===== config.mk =====
export PLATFORM = sky130hd
export DESIGN_NAME = wbp_seq
export DESIGN_NICKNAME = d
export VERILOG_FILES = /design/src/rtl/wbp_pkg.sv /design/src/rtl/wbp_len_check.sv /design/src/rtl/wbp_pair_cnt.sv /design/src/rtl/wbp_page_track.sv /design/src/rtl/wbp_cmd_gen.sv /design/src/rtl/wbp_seq.sv
export SDC_FILE = /design/constraint.sdc
export NUM_CORES = 1
export LEC_CHECK = 0
export BUFFER_PORTS_ARGS = -buffer_cell sky130_fd_sc_hd__buf_2
export CORE_MARGIN = 1
export CORE_UTILIZATION = 49
export CTS_CLUSTER_DIAMETER = 80
export DETAILED_ROUTE_END_ITERATION = 8
export PLACE_DENSITY = 0.78
export SYNTH_ARGS = -nofsm -noshare
export SYNTH_HDL_FRONTEND = slang
export SYNTH_SLANG_ARGS = --single-unit

===== constraint.sdc =====
create_clock -name clk -period 3.1 [get_ports clk]
set_input_delay 0.465 -clock clk [delete_from_list [all_inputs] [get_ports clk]]
set_output_delay 0.465 -clock clk [all_outputs]
set_load 0.005 [all_outputs]

===== src/rtl/wbp_pkg.sv =====
package wbp_pkg;

  typedef enum logic [3:0] {
    ST_IDLE,
    ST_UNL2,
    ST_CMD,
    ST_CNT,
    ST_PAIR,
    ST_CONF,
    ST_POLL,
    ST_RST1,
    ST_RST2,
    ST_RST3
  } seq_state_e;

  localparam logic [7:0] CMD_UNLOCK_A = 8'hAA;
  localparam logic [7:0] CMD_UNLOCK_B = 8'h55;
  localparam logic [7:0] CMD_BUF_LOAD = 8'h25;
  localparam logic [7:0] CMD_CONFIRM  = 8'h29;
  localparam logic [7:0] CMD_RESET    = 8'hF0;

  localparam logic [11:0] UNLOCK_ADDR_A = 12'h555;
  localparam logic [11:0] UNLOCK_ADDR_B = 12'h2AA;

endpackage


===== src/rtl/wbp_len_check.sv =====
module wbp_len_check #(
  parameter int CNT_W     = 8,
  parameter int BUF_WORDS = 16
) (
  input  logic [CNT_W-1:0] cnt_i,
  output logic             ok_o,
  output logic [CNT_W-1:0] cnt_m1_o
);

  localparam logic [CNT_W:0] LIMIT = (CNT_W+1)'(BUF_WORDS);

  always_comb begin
    ok_o     = (cnt_i != '0) && ({1'b0, cnt_i} <= LIMIT);
    cnt_m1_o = cnt_i - CNT_W'(1);
  end

endmodule


===== src/rtl/wbp_pair_cnt.sv =====
module wbp_pair_cnt #(
  parameter int CNT_W = 8
) (
  input  logic             clk,
  input  logic             rst_n,
  input  logic             load_en_i,
  input  logic [CNT_W-1:0] load_val_i,
  input  logic             dec_en_i,
  output logic             last_o
);

  logic [CNT_W-1:0] left_q, left_d;

  always_comb begin
    left_d = left_q;
    if (load_en_i)     left_d = load_val_i;
    else if (dec_en_i) left_d = left_q - CNT_W'(1);
  end

  always_ff @(posedge clk or negedge rst_n) begin
    if (!rst_n)                    left_q <= '0;
    else if (load_en_i || dec_en_i) left_q <= left_d;
  end

  assign last_o = (left_q == CNT_W'(1));

  assert_no_underflow_R4: assert property (@(posedge clk) disable iff (!rst_n)
    dec_en_i |-> (left_q != '0));

endmodule


===== src/rtl/wbp_page_track.sv =====
module wbp_page_track #(
  parameter int ADDR_W    = 22,
  parameter int PAGE_BITS = 4
) (
  input  logic              clk,
  input  logic              rst_n,
  input  logic              arm_i,
  input  logic              take_i,
  input  logic [ADDR_W-1:0] addr_i,
  output logic              mismatch_o
);

  localparam int TAG_W = ADDR_W - PAGE_BITS;

  logic             have_ref_q, have_ref_d;
  logic [TAG_W-1:0] ref_q;
  logic [TAG_W-1:0] tag;
  logic             load_ref;

  assign tag        = addr_i[ADDR_W-1:PAGE_BITS];
  assign mismatch_o = take_i && have_ref_q && (tag != ref_q);
  assign load_ref   = take_i && !have_ref_q;

  always_comb begin
    have_ref_d = have_ref_q;
    if (arm_i)         have_ref_d = 1'b0;
    else if (load_ref) have_ref_d = 1'b1;
  end

  always_ff @(posedge clk or negedge rst_n) begin
    if (!rst_n) have_ref_q <= 1'b0;
    else        have_ref_q <= have_ref_d;
  end

  always_ff @(posedge clk or negedge rst_n) begin
    if (!rst_n)        ref_q <= '0;
    else if (load_ref) ref_q <= tag;
  end

  assert_ref_held_R8: assert property (@(posedge clk) disable iff (!rst_n)
    (have_ref_q && !arm_i) |=> (ref_q == $past(ref_q)));

endmodule


===== src/rtl/wbp_cmd_gen.sv =====
module wbp_cmd_gen
  import wbp_pkg::*;
#(
  parameter int ADDR_W = 22,
  parameter int DATA_W = 16,
  parameter int CNT_W  = 8
) (
  input  seq_state_e        state_i,
  input  logic [ADDR_W-1:0] sector_i,
  input  logic [CNT_W-1:0]  cnt_m1_i,
  output logic              valid_o,
  output logic [ADDR_W-1:0] addr_o,
  output logic [DATA_W-1:0] data_o
);

  localparam logic [ADDR_W-1:0] ADR_A = ADDR_W'(UNLOCK_ADDR_A);
  localparam logic [ADDR_W-1:0] ADR_B = ADDR_W'(UNLOCK_ADDR_B);

  always_comb begin
    valid_o = 1'b1;
    addr_o  = '0;
    data_o  = '0;
    unique case (state_i)
      ST_IDLE, ST_RST1: begin addr_o = ADR_A;    data_o = DATA_W'(CMD_UNLOCK_A); end
      ST_UNL2, ST_RST2: begin addr_o = ADR_B;    data_o = DATA_W'(CMD_UNLOCK_B); end
      ST_CMD:           begin addr_o = sector_i; data_o = DATA_W'(CMD_BUF_LOAD); end
      ST_CNT:           begin addr_o = sector_i; data_o = DATA_W'(cnt_m1_i);     end
      ST_CONF:          begin addr_o = sector_i; data_o = DATA_W'(CMD_CONFIRM);  end
      ST_RST3:          begin addr_o = ADR_A;    data_o = DATA_W'(CMD_RESET);    end
      default:          valid_o = 1'b0;
    endcase
  end

endmodule


===== src/rtl/wbp_seq.sv =====
module wbp_seq
  import wbp_pkg::*;
#(
  parameter int ADDR_W    = 22,
  parameter int DATA_W    = 16,
  parameter int BUF_WORDS = 16,
  parameter int CNT_W     = 8
) (
  input  logic              clk,
  input  logic              rst_n,
  input  logic              start_i,
  input  logic [ADDR_W-1:0] sector_i,
  input  logic [CNT_W-1:0]  word_cnt_i,
  input  logic              pair_valid_i,
  input  logic [ADDR_W-1:0] pair_addr_i,
  input  logic [DATA_W-1:0] pair_data_i,
  output logic              pair_ready_o,
  output logic              bus_we_o,
  output logic [ADDR_W-1:0] bus_addr_o,
  output logic [DATA_W-1:0] bus_data_o,
  output logic              poll_start_o,
  input  logic              poll_done_i,
  input  logic              poll_abort_i,
  output logic              busy_o,
  output logic              done_o,
  output logic              aborted_o,
  output logic              page_err_o,
  output logic              rejected_o
);

  localparam int PAGE_BITS = $clog2(BUF_WORDS);

  // reset: asserted asynchronously, released on a clock edge
  logic [1:0] rst_sync_q;
  logic       rst_n_s;

  always_ff @(posedge clk or negedge rst_n) begin
    if (!rst_n) rst_sync_q <= 2'b00;
    else        rst_sync_q <= {rst_sync_q[0], 1'b1};
  end
  assign rst_n_s = rst_sync_q[1];

  seq_state_e        state_q, state_d;
  logic [ADDR_W-1:0] sector_q;
  logic [CNT_W-1:0]  cnt_m1_q;
  logic              err_page_q, err_page_d;

  logic              len_ok;
  logic [CNT_W-1:0]  cnt_m1;
  logic              accept, refuse, take, mismatch, last_pair;
  logic              cmd_valid;
  logic [ADDR_W-1:0] cmd_addr;
  logic [DATA_W-1:0] cmd_data;

  logic              we_d, poll_d, done_d, abort_d, perr_d, rej_d;
  logic [ADDR_W-1:0] addr_d;
  logic [DATA_W-1:0] data_d;

  wbp_len_check #(.CNT_W(CNT_W), .BUF_WORDS(BUF_WORDS)) u_len (
    .cnt_i    (word_cnt_i),
    .ok_o     (len_ok),
    .cnt_m1_o (cnt_m1)
  );

  wbp_pair_cnt #(.CNT_W(CNT_W)) u_cnt (
    .clk        (clk),
    .rst_n      (rst_n_s),
    .load_en_i  (accept),
    .load_val_i (word_cnt_i),
    .dec_en_i   (take && !mismatch),
    .last_o     (last_pair)
  );

  wbp_page_track #(.ADDR_W(ADDR_W), .PAGE_BITS(PAGE_BITS)) u_page (
    .clk        (clk),
    .rst_n      (rst_n_s),
    .arm_i      (accept),
    .take_i     (take),
    .addr_i     (pair_addr_i),
    .mismatch_o (mismatch)
  );

  wbp_cmd_gen #(.ADDR_W(ADDR_W), .DATA_W(DATA_W), .CNT_W(CNT_W)) u_cmd (
    .state_i  (state_q),
    .sector_i (sector_q),
    .cnt_m1_i (cnt_m1_q),
    .valid_o  (cmd_valid),
    .addr_o   (cmd_addr),
    .data_o   (cmd_data)
  );

  assign accept       = (state_q == ST_IDLE) && start_i && len_ok;
  assign refuse       = (state_q == ST_IDLE) && start_i && !len_ok;
  assign take         = (state_q == ST_PAIR) && pair_valid_i;
  assign pair_ready_o = (state_q == ST_PAIR);
  assign busy_o       = (state_q != ST_IDLE);

  // next state
  always_comb begin
    state_d    = state_q;
    err_page_d = err_page_q;
    unique case (state_q)
      ST_IDLE: if (accept) state_d = ST_UNL2;
      ST_UNL2: state_d = ST_CMD;
      ST_CMD:  state_d = ST_CNT;
      ST_CNT:  state_d = ST_PAIR;
      ST_PAIR: begin
        if (take && mismatch) begin
          state_d    = ST_RST1;
          err_page_d = 1'b1;
        end else if (take && last_pair) begin
          state_d = ST_CONF;
        end
      end
      ST_CONF: state_d = ST_POLL;
      ST_POLL: begin
        if (poll_done_i) begin
          state_d    = poll_abort_i ? ST_RST1 : ST_IDLE;
          err_page_d = 1'b0;
        end
      end
      ST_RST1: state_d = ST_RST2;
      ST_RST2: state_d = ST_RST3;
      ST_RST3: state_d = ST_IDLE;
      default: state_d = ST_IDLE;
    endcase
  end

  // next outputs
  always_comb begin
    we_d    = 1'b0;
    addr_d  = cmd_addr;
    data_d  = cmd_data;
    poll_d  = 1'b0;
    done_d  = 1'b0;
    abort_d = 1'b0;
    perr_d  = 1'b0;
    rej_d   = refuse;
    unique case (state_q)
      ST_IDLE: we_d = accept;
      ST_PAIR: begin
        we_d   = take && !mismatch;
        addr_d = pair_addr_i;
        data_d = pair_data_i;
      end
      ST_POLL: done_d = poll_done_i && !poll_abort_i;
      ST_CONF: begin
        we_d   = cmd_valid;
        poll_d = 1'b1;
      end
      ST_RST3: begin
        we_d    = cmd_valid;
        abort_d = !err_page_q;
        perr_d  = err_page_q;
      end
      default: we_d = cmd_valid;
    endcase
  end

  always_ff @(posedge clk or negedge rst_n_s) begin
    if (!rst_n_s) begin
      state_q    <= ST_IDLE;
      err_page_q <= 1'b0;
    end else begin
      state_q    <= state_d;
      err_page_q <= err_page_d;
    end
  end

  always_ff @(posedge clk or negedge rst_n_s) begin
    if (!rst_n_s) begin
      sector_q <= '0;
      cnt_m1_q <= '0;
    end else if (accept) begin
      sector_q <= sector_i;
      cnt_m1_q <= cnt_m1;
    end
  end

  always_ff @(posedge clk or negedge rst_n_s) begin
    if (!rst_n_s) begin
      bus_we_o     <= 1'b0;
      bus_addr_o   <= '0;
      bus_data_o   <= '0;
      poll_start_o <= 1'b0;
      done_o       <= 1'b0;
      aborted_o    <= 1'b0;
      page_err_o   <= 1'b0;
      rejected_o   <= 1'b0;
    end else begin
      bus_we_o     <= we_d;
      poll_start_o <= poll_d;
      done_o       <= done_d;
      aborted_o    <= abort_d;
      page_err_o   <= perr_d;
      rejected_o   <= rej_d;
      if (we_d) begin
        bus_addr_o <= addr_d;
        bus_data_o <= data_d;
      end
    end
  end

  assert_refuse_quiet_R1: assert property (@(posedge clk) disable iff (!rst_n_s)
    rejected_o |-> (!bus_we_o && !busy_o));

  assert_load_cmd_before_count_R2: assert property (@(posedge clk) disable iff (!rst_n_s)
    (state_q == ST_CNT) |-> (bus_we_o && bus_data_o == DATA_W'(CMD_BUF_LOAD)));

  assert_confirm_handoff_R5: assert property (@(posedge clk) disable iff (!rst_n_s)
    poll_start_o |-> (bus_we_o && bus_data_o == DATA_W'(CMD_CONFIRM) && bus_addr_o == sector_q));

  assert_single_outcome_R6: assert property (@(posedge clk) disable iff (!rst_n_s)
    $onehot0({done_o, aborted_o, page_err_o, rejected_o}));

  assert_reset_tail_R7: assert property (@(posedge clk) disable iff (!rst_n_s)
    (aborted_o || page_err_o) |-> (bus_we_o && bus_data_o == DATA_W'(CMD_RESET)));

  assert_ready_only_busy_R9: assert property (@(posedge clk) disable iff (!rst_n_s)
    pair_ready_o |-> busy_o);

endmodule


==> summary.txt, run 1 <==
Layout
  • Most common cell after layout, fill and taps aside: buf_2
  • Design Area, Final: about 6400 um^2
  • Number of fillers in the final layout: just over 900
  • Nets: between 700 and 800
  • Most frequent cells in the layout: buf_2 (119), dfrtp_1 (107), nand2_1 (94)
  • Multi-input gate area: approximately 2500 um^2
  • Antenna diode count: 0
  • Area grow syn2layout: 17.33%
  • Storage cell area: 2706 um^2
  • Fraction of layout cells with a size suffix above 1: 0.3229

Power and ir drop
  • Worst VDD drop: about 0.00056 V
  • Switching power: 2172 uW
  • Switch share: 0.3691
  • Reg power frac: 0.405
  • Static leakage: 0.003216 uW
  • Power Dens Cells: slightly above 900 nW/um^2
  • Comb pwr share: 0.456
  • Clk pwr share: 0.140
  • Power Internal: 3712 uW

Placed design
  • Gp weighted congestion: between 0.8 and 0.9
  • Placed Instance Area: a little over 6000 um^2
  • DPL Wire Length: roughly 9000 um
  • PortBufs: between 100 and 150

Timing
  • Worst slew pin tran: 1.064 ns
  • Unrepaired setup endpoints after global routing: false
  • Final hold vios: 0
  • Final setup fails: 0
  • Worst hold slack: between 0.2 and 0.3 ns
  • Clock Skews: 0.008467 ns
  • Minimum clock period: ~2.6 ns
  • Rel. slew slack: 0.2905
  • Max Clock Freq: 385.1 MHz
  • Slew Limit Fails: 0
  • Setup TNS: 0 ns
  • Fin crit share: 0.8376

CTS
  • Clock transition at the registers of the reported paths: approximately 0.1 ns
  • Worst skew pair latency: between 0.3 and 0.4 ns
  • TritonCTS Sinks: between 100 and 150
  • Post-CTS Setup Inserts: 0
  • CTS tree: done
  • Num CTS Buffers: 9
  • H-tree depth: 3
  • Root buffer cell: clkbuf_8
  • Clock Tree Buf Depth: 2

Route
  • Post-route DRC: 1
  • Via count: between 4,000 and 5,000
  • DRT iter0 DRCs: about 250
  • Vias/cell: about 5.5
  • DR WL/cell: ~17 um
  • Initial DRT Pass Iterations: 6
  • Detail Route Antenna Nets: 0
  • Post-Route WL: 12,840 um

Critical path
  • WP data arrival: ~2.9 ns
  • RR Endpoint: bus_data_o[0]
  • Worst Setup SP: u_page.ref_q[14]
  • Worst-case reg-to-reg path depth: 7
  • Setup crit start kind: flop
  • Slowest CP cell: inv_4
  • Slowest stage delay, CP: roughly 0.45 ns
  • RR Startpoint: u_page.ref_q[14]
  • Critical Path Stages: 7
  • Worst-path fanout max: 31
  • WS Path Type: reg -> reg
  • CP Capture Type: flop
  • WP data required: approximately 3.4 ns
  • Family with the most delay on the worst path: simple AND/OR/NAND/NOR gates
  • Reg2reg setup slack: 0.50 ns
  • CP cell instances: xor2_1, nor4_1, nand3_1, o31ai_2, o21ai_4, inv_4, mux2_2
  • Crit path buf inv count: 1
  • Capture point of the critical path: bus_data_o[0]

Flow run
  • Max-cap check violation count: 0

Yosys
  • Top_reg_cell synth: dfrtp_1
  • Yosys warns: 0
  • Post-synthesis register bit count: between 100 and 150
  • Distinct cell type count after synthesis: 53
  • Syn_nets: just under 600
  • Mapped Avg Cell Area: roughly 10 um^2
  • Cell count after synthesis: between 500 and 600
  • EDFF count, synth: 0
  • Synth Cell Area: 5423 um^2
  • Async S/R FF share, synth: 1.000
  • Seq/Total Area, Yosys: 0.4984

Global routing
  • Largest net degree at the start of global routing: 83
  • GRT overflow: 0
  • First-pass GRT wire length: approximately 21,000 um
  • Vias in the first global route: ~4,300
  • Gr usage total: 0.2358
  • Initial antenna violation count: 0

Hold path
  • Hold Crit Class: in -> reg

Floorplan
  • Die area: between 10,000 and 15,000 um^2
  • Initial Utilization: 0.5024
  • Core box area: 10,790 um^2
  • Die Wd: approximately 110 um
  • Die H: between 100 and 150 um
  • Boundary Pins: 120
  • Row count: 38

Outcome
  • Status: complete, but fails checks
  • Failing checks: DRC
==> tightest hold or removal path, delay by kind of cell <==
kind,cells,cell delay (ns)
and+or+nand+nor,2,0.08
buffers and inverters,1,0.07
==> registers in the layout, summed over array words and instances, names as in the netlist <==
signal / cells
aborted_o: 1
bus_addr_o: 22
bus_data_o: 16
bus_we_o: 1
cnt_m1_q: 8
done_o: 1
err_page_q: 1
page_err_o: 1
poll_start_o: 1
rejected_o: 1
rst_sync_q: 2
sector_q: 22
state_q: 4
u_cnt.left_q: 8
u_page.have_ref_q: 1
u_page.ref_q: 18
==> metal layers <==
| layer | wire (um) | track usage |
|---|---|---|
| met3 | 745 | 0.03830 |
| met2 | 6114 | 0.3636 |
| met1 | 5693 | 0.3265 |
| met4 | 288 | 0.1086 |
| met5 | 0 | 0 |
==> logic make-up after synthesis <==
kind of cell | Yosys count | synth area share
AND/OR/NAND/NOR | 164 | 0.1396
AO/OA/AOI/OAI | 123 | 0.1523
flip-flops | 108 | 0.4984
multiplexers | 50 | 0.1234
buffers and inverters | 43 | 0.03599
XOR/XNOR | 25 | 0.04038
adder cells (fa/ha/maj) | 4 | 0.009230
other | 1 | 0.0006915
==> layout make-up <==
class,count,area share
clock inverters,3,0.003343
inverters,12,0.007473
flip-flops and latches,108,0.4254
repair buffers,135,0.1129
multi-input cells,367,0.3984
clock buffers,13,0.02498
well taps,140,0.02753
==> power by group through the flow <==
| stage | Clock (uW) | Sequential, uW | Combinational, uW |
|---|---|---|---|
| floorplan | 0 | 2320 | 2050 |
| global placement | 0 | 2370 | 2570 |
| detailed placement | 0 | 2400 | 2680 |
| CTS | 833 | 2370 | 2700 |
| global route | 894 | 2450 | 2950 |
| finish | 822 | 2380 | 2680 |
==> Yosys cell counts (10+ instances only) <==
cell type / count / share of area
o21ai_0: 41 / 0.038
mux2_4: 29 / 0.080
xor2_1: 17 / 0.027
clkbuf_1: 24 / 0.017
nor2_1: 22 / 0.015
a22o_1: 24 / 0.039
inv_1: 10 / 0.0069
a21oi_1: 24 / 0.022
dfrtp_1: 108 / 0.50
nand2_1: 94 / 0.065
mux2_2: 19 / 0.039
==> worst min-delay path by stage <==
stage | startpoint | end | cells after the start
after floorplan | rst_n | rst_sync_q[0] | 0
after global placement | rst_n | rst_sync_q[0] | 1
after detailed placement | rst_n | rst_sync_q[0] | 1
after CTS | sector_i[19] | sector_q[19] | 3
after global routing | sector_i[14] | sector_q[14] | 3
final | sector_i[12] | sector_q[12] | 3
==> stage by stage <==
stage | total power [uW] | setup slack (ns) | util | std cells
CTS | 5905 | 0.4602 | 0.5895 | 778
global placement | 4941 | 0.3789 | 0.5719 | 761
global route | 6298 | 0.3710 | 0.5895 | 778
floorplan | 4371 | 0.4442 | - | 518
detailed placement | 5083 | 0.2975 | 0.5719 | 761
finish | 5883 | 0.5034 | 0.5895 | 778
==> what timing repair did <==
| item | CTS | global route |
|---|---|---|
| gates resized for setup | 0 | 0 |
| endpoints found under the hold margin | 2 | 0 |
| setup endpoints to repair | 0 | 0 |
| hold buffers | 1 | 0 |
Note: power is estimated with default switching activity, not from simulation.
==> inputs of run 2 (changes only) <==
==> constraint.sdc (replaced) <==
create_clock -name clk -period 2.3 [get_ports clk]
set_input_delay 0.345 -clock clk [delete_from_list [all_inputs] [get_ports clk]]
set_output_delay 0.345 -clock clk [all_outputs]
set_load 0.005 [all_outputs]
==> run 2 against run 1 <==
The run now ends clean. Largest power group unchanged. Cell count up 4.9%. Critical path type unchanged. Largest cell class unchanged. Routed wire length up 7.8%. Utilization rose by 4.7 points.
==> summary.txt, run 2 (synthesized netlist as in run 1, its figures left out) <==
Outcome
  • Status: finished clean

Timing
  • Final hold vios: 0 (unchanged)
  • Setup TNS: 0 ns (unchanged)
  • Worst slew pin tran: 0.5707 ns (-0.4935 ns)
  • Final setup fails: 0 (unchanged)
  • Clock Skews: 0.008812 ns (+0.0003444 ns)
  • Fin crit share: 0.9971 (+0.1594)
  • Minimum clock period: 2.293 ns (-0.3034 ns)
  • Unrepaired setup endpoints after global routing: true
  • Max Clock Freq: 436.1 MHz (+13%)
  • Slew Limit Fails: 0 (unchanged)
  • Rel. slew slack: 0.6195 (+0.3290)

Layout
  • Multi-input gate area: 2605 um^2 (+2.8%)
  • Antenna diode count: 0 (unchanged)
  • Most common cell after layout, fill and taps aside: buf_2
  • Area grow syn2layout: 26.74%
  • Number of fillers in the final layout: 836 (-8.3%)
  • Biggest regs: bus_addr_o (22), sector_q (22), u_page.ref_q (18)
  • Core Util, Final: 0.6368 (+0.04730)
  • Nets: 749 (+5.3%)
  • Fraction of layout cells with a size suffix above 1: 0.3757 (+0.05286)
  • Design Area, Final: 6873 um^2 (+8.0%)
  • Storage cell area: 2706 um^2 (unchanged)
  • Most frequent cells in the layout: buf_2 (119), dfrtp_1 (107), nand2_1 (94)
  • Fin cells: 816 (+4.9%)

Placed design
  • Placed Instance Area: 6442 um^2 (+4.4%)
  • PortBufs: 119 (unchanged)
  • Dpl cells: 791 (+3.9%)
  • Gp weighted congestion: 0.8048 (-1.2%)
  • DPL Wire Length: 9381 um (+4.1%)

Critical path
  • Slowest CP cell: or4_4
  • WP data required: 2.55 ns (-0.83 ns)
  • CP Capture Type: flop
  • Setup crit start kind: flop
  • Capture point of the critical path: bus_addr_o[18]
  • Worst-case reg-to-reg path depth: 7 (unchanged)
  • WP data arrival: 2.54 ns (-0.33 ns)
  • WS Path Type: reg -> reg
  • Worst-path fanout max: 8 (-74%)
  • RR Startpoint: state_q[3]
  • RR Endpoint: bus_addr_o[18]
  • Worst Setup SP: state_q[3]
  • Reg2reg setup slack: 0.007 ns (-0.50 ns)
  • Slowest stage delay, CP: 0.53 ns (+0.08 ns)
  • CP cell instances: nor4_2, and2_4, and3_4, or4_4, o21ai_4, bufinv_16, mux2_4

CTS
  • TritonCTS Sinks: 108 (unchanged)
  • H-tree depth: 3 (unchanged)
  • Clock transition at the registers of the reported paths: 0.10 ns (about the same)
  • Root buffer cell: clkbuf_8
  • Clock Tree Buf Depth: 2 (unchanged)
  • Worst skew pair latency: 0.36 ns (-0.03 ns)
  • Num CTS Buffers: 9 (unchanged)
  • CTS tree: done

Power and ir drop
  • Worst VDD drop: 0.0006188 V (+11%)
  • Static leakage: 0.003461 uW (+7.6%)
  • Power Dens Cells: 1277 nW/um^2 (+38%)
  • Power, Total: 8778 uW (+49%)

Global routing
  • Vias in the first global route: 4,620 (+7.0%)
  • Largest net degree at the start of global routing: 105 (+27%)
  • Initial antenna violation count: 0 (unchanged)
  • First-pass GRT wire length: 21,950 um (+4.5%)
  • GRT overflow: 0 (unchanged)
  • Gr usage total: 0.2480 (+0.01215)

Route
  • Post-Route WL: 13,840 um (+7.8%)
  • Detail Route Antenna Nets: 0 (unchanged)
  • DRT iter0 DRCs: 345 (+39%)
  • Via count: 4,608 (+6.9%)
  • Initial DRT Pass Iterations: 6 (unchanged)
  • Post-route DRC: 0 (-1)
  • Vias/cell: 5.647 (+1.9%)
  • DR WL/cell: 16.96 um (+2.8%)

Floorplan
  • Die H: 107.2 um (unchanged)
  • Boundary Pins: 120 (unchanged)
  • Core box area: 10,790 um^2 (unchanged)
  • Row count: 38 (unchanged)
  • Initial Utilization: 0.5024 (unchanged)
  • Die area: 11,490 um^2 (unchanged)
  • Die Wd: 107.2 um (unchanged)

Flow run
  • Max-cap check violation count: 0 (unchanged)

Hold path
  • Hold Crit Class: reg -> async
## run 2: how the worst min path moves through the flow
stage             startpoint             to  cells past startpoint
3_3_place_gp   rst_sync_q[1]    cnt_m1_q[6]                      0
5_1_grt        rst_sync_q[1]     rejected_o                      0
2_1_floorplan          rst_n  rst_sync_q[0]                      0
3_5_place_dp   rst_sync_q[1]     rejected_o                      0
4_1_cts        rst_sync_q[1]     rejected_o                      0
6_report       rst_sync_q[1]    cnt_m1_q[6]                      0
## run 2: area by class of cell
type	count	share of cell area
clock inverters	3	0.006736
clock buffers	13	0.02166
multi-input cells	367	0.3790
well taps	140	0.02549
flip-flops and latches	108	0.3938
repair inverters	3	0.008738
inverters	12	0.01293
repair buffers	170	0.1516
## run 2: what timing repair did
action,in CTS,in global routing
endpoints found under the setup margin,34,33
gates cloned,3,0
setup buffers,8,0
hold buffers,1,0
pin swaps,10,14
resized for setup,20,9
endpoints found under the hold margin,2,0
## run 2: per-stage QoR
step	hold slack, ns	setup slack, ns
6_report	0.1143	0.006733
2_1_floorplan	0.04941	-0.06242
3_3_place_gp	0.1002	-0.2870
4_1_cts	0.1155	0.01981
3_5_place_dp	0.1069	-0.3977
5_1_grt	0.1180	-0.05242
## run 2: worst max-delay path, delay by kind of cell (launching register included)
kind / cells / cell delay, ns
AO/OA/AOI/OAI: 1 / 0.26
flip-flops: 1 / 0.43
multiplexers: 1 / 0.30
AND/OR/NAND/NOR: 4 / 0.94
buffers and inverters: 1 / 0.24
## run 2: power breakdown
group / total (uW) / switching, uW / internal (uW)
Combinational: 4420 / 2110 / 2310
Sequential: 3190 / 534 / 2650
Clock: 1170 / 634 / 538
Total: 8780 / 3280 / 5500
## run 2: metal layers
| metal | vias up | track usage | wire length, um |
|---|---|---|---|
| met4 | 0 | 0.1145 | 331 |
| met1 | 2271 | 0.3179 | 5719 |
| met5 | - | 0 | 0 |
| met2 | 180 | 0.4134 | 6931 |
| li1 | 2128 | - | - |
| met3 | 29 | 0.03769 | 859 |
==> inputs of run 3 (changes only) <==
--- a/config.mk
+++ b/config.mk
@@ -6,6 +6,7 @@
 export NUM_CORES = 1
 export LEC_CHECK = 0
 export BUFFER_PORTS_ARGS = -buffer_cell sky130_fd_sc_hd__buf_2
+export CORE_ASPECT_RATIO = 0.5
 export CORE_MARGIN = 1
 export CORE_UTILIZATION = 49
 export CTS_CLUSTER_DIAMETER = 80
==> run 3 against run 2 <==
Critical path depth increased by 1. Largest power group unchanged. Sequential power hardly changed. Final area fell by 1.5%. First-iteration DRC count grew 17%. Critical path type unchanged. Routed wire length fell by 3.4%. Worst hold slack improved by 0.072 ns. Clock skew shrank 0.0022 ns. Utilization grew 0.98 points. Largest cell class unchanged. Critical endpoint is now bus_data_o[0]. Register-to-register slack gained 0.04 ns. Count of clock-buffer cells in the layout decreased by 2. Sequential cell count unchanged.
==> summary.txt, run 3 (synthesized netlist as in run 1, its figures left out) <==
Critical path
  • WP data required: 2.53 ns (-0.02 ns)
  • WS Path Type: reg -> reg
  • Worst-path fanout max: 31 (+23)
  • Setup crit start kind: flop
  • CP Capture Type: flop
  • WP data arrival: 2.48 ns (-0.06 ns)

Power and ir drop
  • Power, Total: 8627 uW (-1.7%)
  • Power Dens Cells: 1274 nW/um^2 (-0.27%)
  • Worst VDD drop: 0.0007489 V (+21%)
  • Static leakage: 0.003408 uW (-1.6%)

CTS
  • Num CTS Buffers: 9 (unchanged)
  • TritonCTS Sinks: 108 (unchanged)
  • Worst skew pair latency: 0.34 ns (-0.02 ns)
  • H-tree depth: 3 (unchanged)
  • CTS tree: done
  • Clock Tree Buf Depth: 2 (unchanged)
  • Root buffer cell: clkbuf_16
  • Clock transition at the registers of the reported paths: 0.07 ns (-0.03 ns)

Placed design
  • PortBufs: 119 (unchanged)
  • DPL Wire Length: 9430 um (+0.52%)
  • Gp weighted congestion: 0.7908 (-1.7%)
  • Placed Instance Area: 6397 um^2 (-0.70%)

Route
  • DRT iter0 DRCs: 402 (+17%)
  • Post-route DRC: 0 (unchanged)
  • Vias/cell: 5.499 (-2.6%)
  • Detail Route Antenna Nets: 0 (unchanged)
  • Via count: 4,416 (-4.2%)
  • Post-Route WL: 13,370 um (-3.4%)
  • DR WL/cell: 16.65 um (-1.9%)
  • Initial DRT Pass Iterations: 5 (-1)

Floorplan
  • Die Wd: 150.8 um (+41%)
  • Core box area: 10,480 um^2 (-2.9%)
  • Boundary Pins: 120 (unchanged)
  • Die H: 76.39 um (-29%)
  • Row count: 26 (-32%)
  • Initial Utilization: 0.5177 (+0.01524)
  • Die area: 11,520 um^2 (+0.22%)

Global routing
  • Vias in the first global route: 4,400 (-4.8%)
  • Gr usage total: 0.2461 (-0.001856)
  • GRT overflow: 0 (unchanged)
  • Largest net degree at the start of global routing: 107 (+1.9%)
  • First-pass GRT wire length: 21,850 um (-0.44%)
  • Initial antenna violation count: 0 (unchanged)

Timing
  • Rel. slew slack: 0.6263 (+0.006789)
  • Final setup fails: 0 (unchanged)
  • Final hold vios: 0 (unchanged)
  • Clock Skews: 0.006591 ns (-0.002220 ns)
  • Unrepaired setup endpoints after global routing: true
  • Slew Limit Fails: 0 (unchanged)
  • Fin crit share: 0.9779 (-0.01918)
  • Max Clock Freq: 444.6 MHz (+2.0%)
  • Minimum clock period: 2.249 ns (-0.04412 ns)
  • Worst slew pin tran: 0.5605 ns (-0.01018 ns)

Layout
  • Biggest regs: bus_addr_o (22), sector_q (22), u_page.ref_q (18)
  • Most frequent cells in the layout: buf_2 (119), dfrtp_1 (105), nand2_1 (94)
  • Area grow syn2layout: 24.90%
  • Most common cell after layout, fill and taps aside: buf_2
  • Nets: 736 (-1.7%)
  • Design Area, Final: 6773 um^2 (-1.5%)
  • Antenna diode count: 0 (unchanged)
  • Fraction of layout cells with a size suffix above 1: 0.3680 (-0.007716)

Hold path
  • Hold Crit Class: in -> reg

Outcome
  • Status: finished clean

Flow run
  • Max-cap check violation count: 0 (unchanged)
## run 3: cell types whose count changed in the layout (fill, tap and decap cells not counted), moves of 3 or more
cell and delta:
buf_4 -5, inv_16 -3, buf_12 -3, clkbuf_8 -8, clkbuf_16 +9, clkbuf_1 -3
## run 3: power by group
group          internal (uW)  switching [uW]
Clock                    906             687
Sequential              2660             531
Combinational           1980            1860
Total                   5550            3080
## run 3: cell type report
class	count	area (um^2)
Clock buffer	11	252.7
Clock inverter	5	60.06
Sequential cell	108	2709
Fill cell	849	3702
Tap cell	140	175.2
Timing Repair Buffer	160	922.1
Multi-Input combinational cell	367	2579
Inverter	12	75.07
## run 3: what timing repair did
item                                    4_1_cts  5_1_grt
endpoints found under the setup margin       31       32
pin swaps                                     0        8
setup buffers                                 0        1
hold buffers                                  1        0
endpoints found under the hold margin         2        0
resized for setup                             4        8
## run 3: path summary, 6_finish.rpt
check	from	endpoint	slack, ns	cells after the start
min reg2reg	rst_sync_q[0]	rst_sync_q[1]	0.35	0
min	sector_i[18]	sector_q[18]	0.19	3
min in group asynchronous	rst_n	rst_sync_q[1]	0.33	2
max in group asynchronous	rst_sync_q[1]	state_q[3]	1.45	1
max reg2reg	u_page.ref_q[11]	bus_data_o[0]	0.05	8
max	u_page.ref_q[11]	bus_data_o[0]	0.05	8
## run 3: stage by stage
stage                     hold slack [ns]    util   TNS, ns  cells  setup WS (ns)
after floorplan                   0.04941       -    -1.784    518       -0.06242
after global placement             0.1312  0.6107    -4.158    785        -0.1844
after detailed placement           0.1331  0.6107    -5.891    785        -0.2455
after CTS                          0.1750  0.6431         0    802        0.02817
after global routing               0.1801  0.6466  -0.02332    803       -0.01409
final                              0.1867  0.6466         0    803        0.05085
## run 3: per-layer routing
layer / up-vias / GRT usage / share of wire / wire length [um]
li1: 2095 / - / - / -
met1: 2160 / 0.3483 / 0.47 / 6245
met2: 142 / 0.3862 / 0.46 / 6186
met3: 19 / 0.04611 / 0.056 / 753
met4: 0 / 0.06900 / 0.013 / 180
met5: - / 0 / 0 / 0
## run 3: worst max-delay path, stage by stage (launching register included)
cell and delay, ns:
dfrtp_1 0.39, xor2_1 0.18, nor4_2 0.31, nand3_1 0.15, o31ai_2 0.24, buf_4 0.16, o21ai_4 0.09, inv_12 0.23
mux2_2 0.36
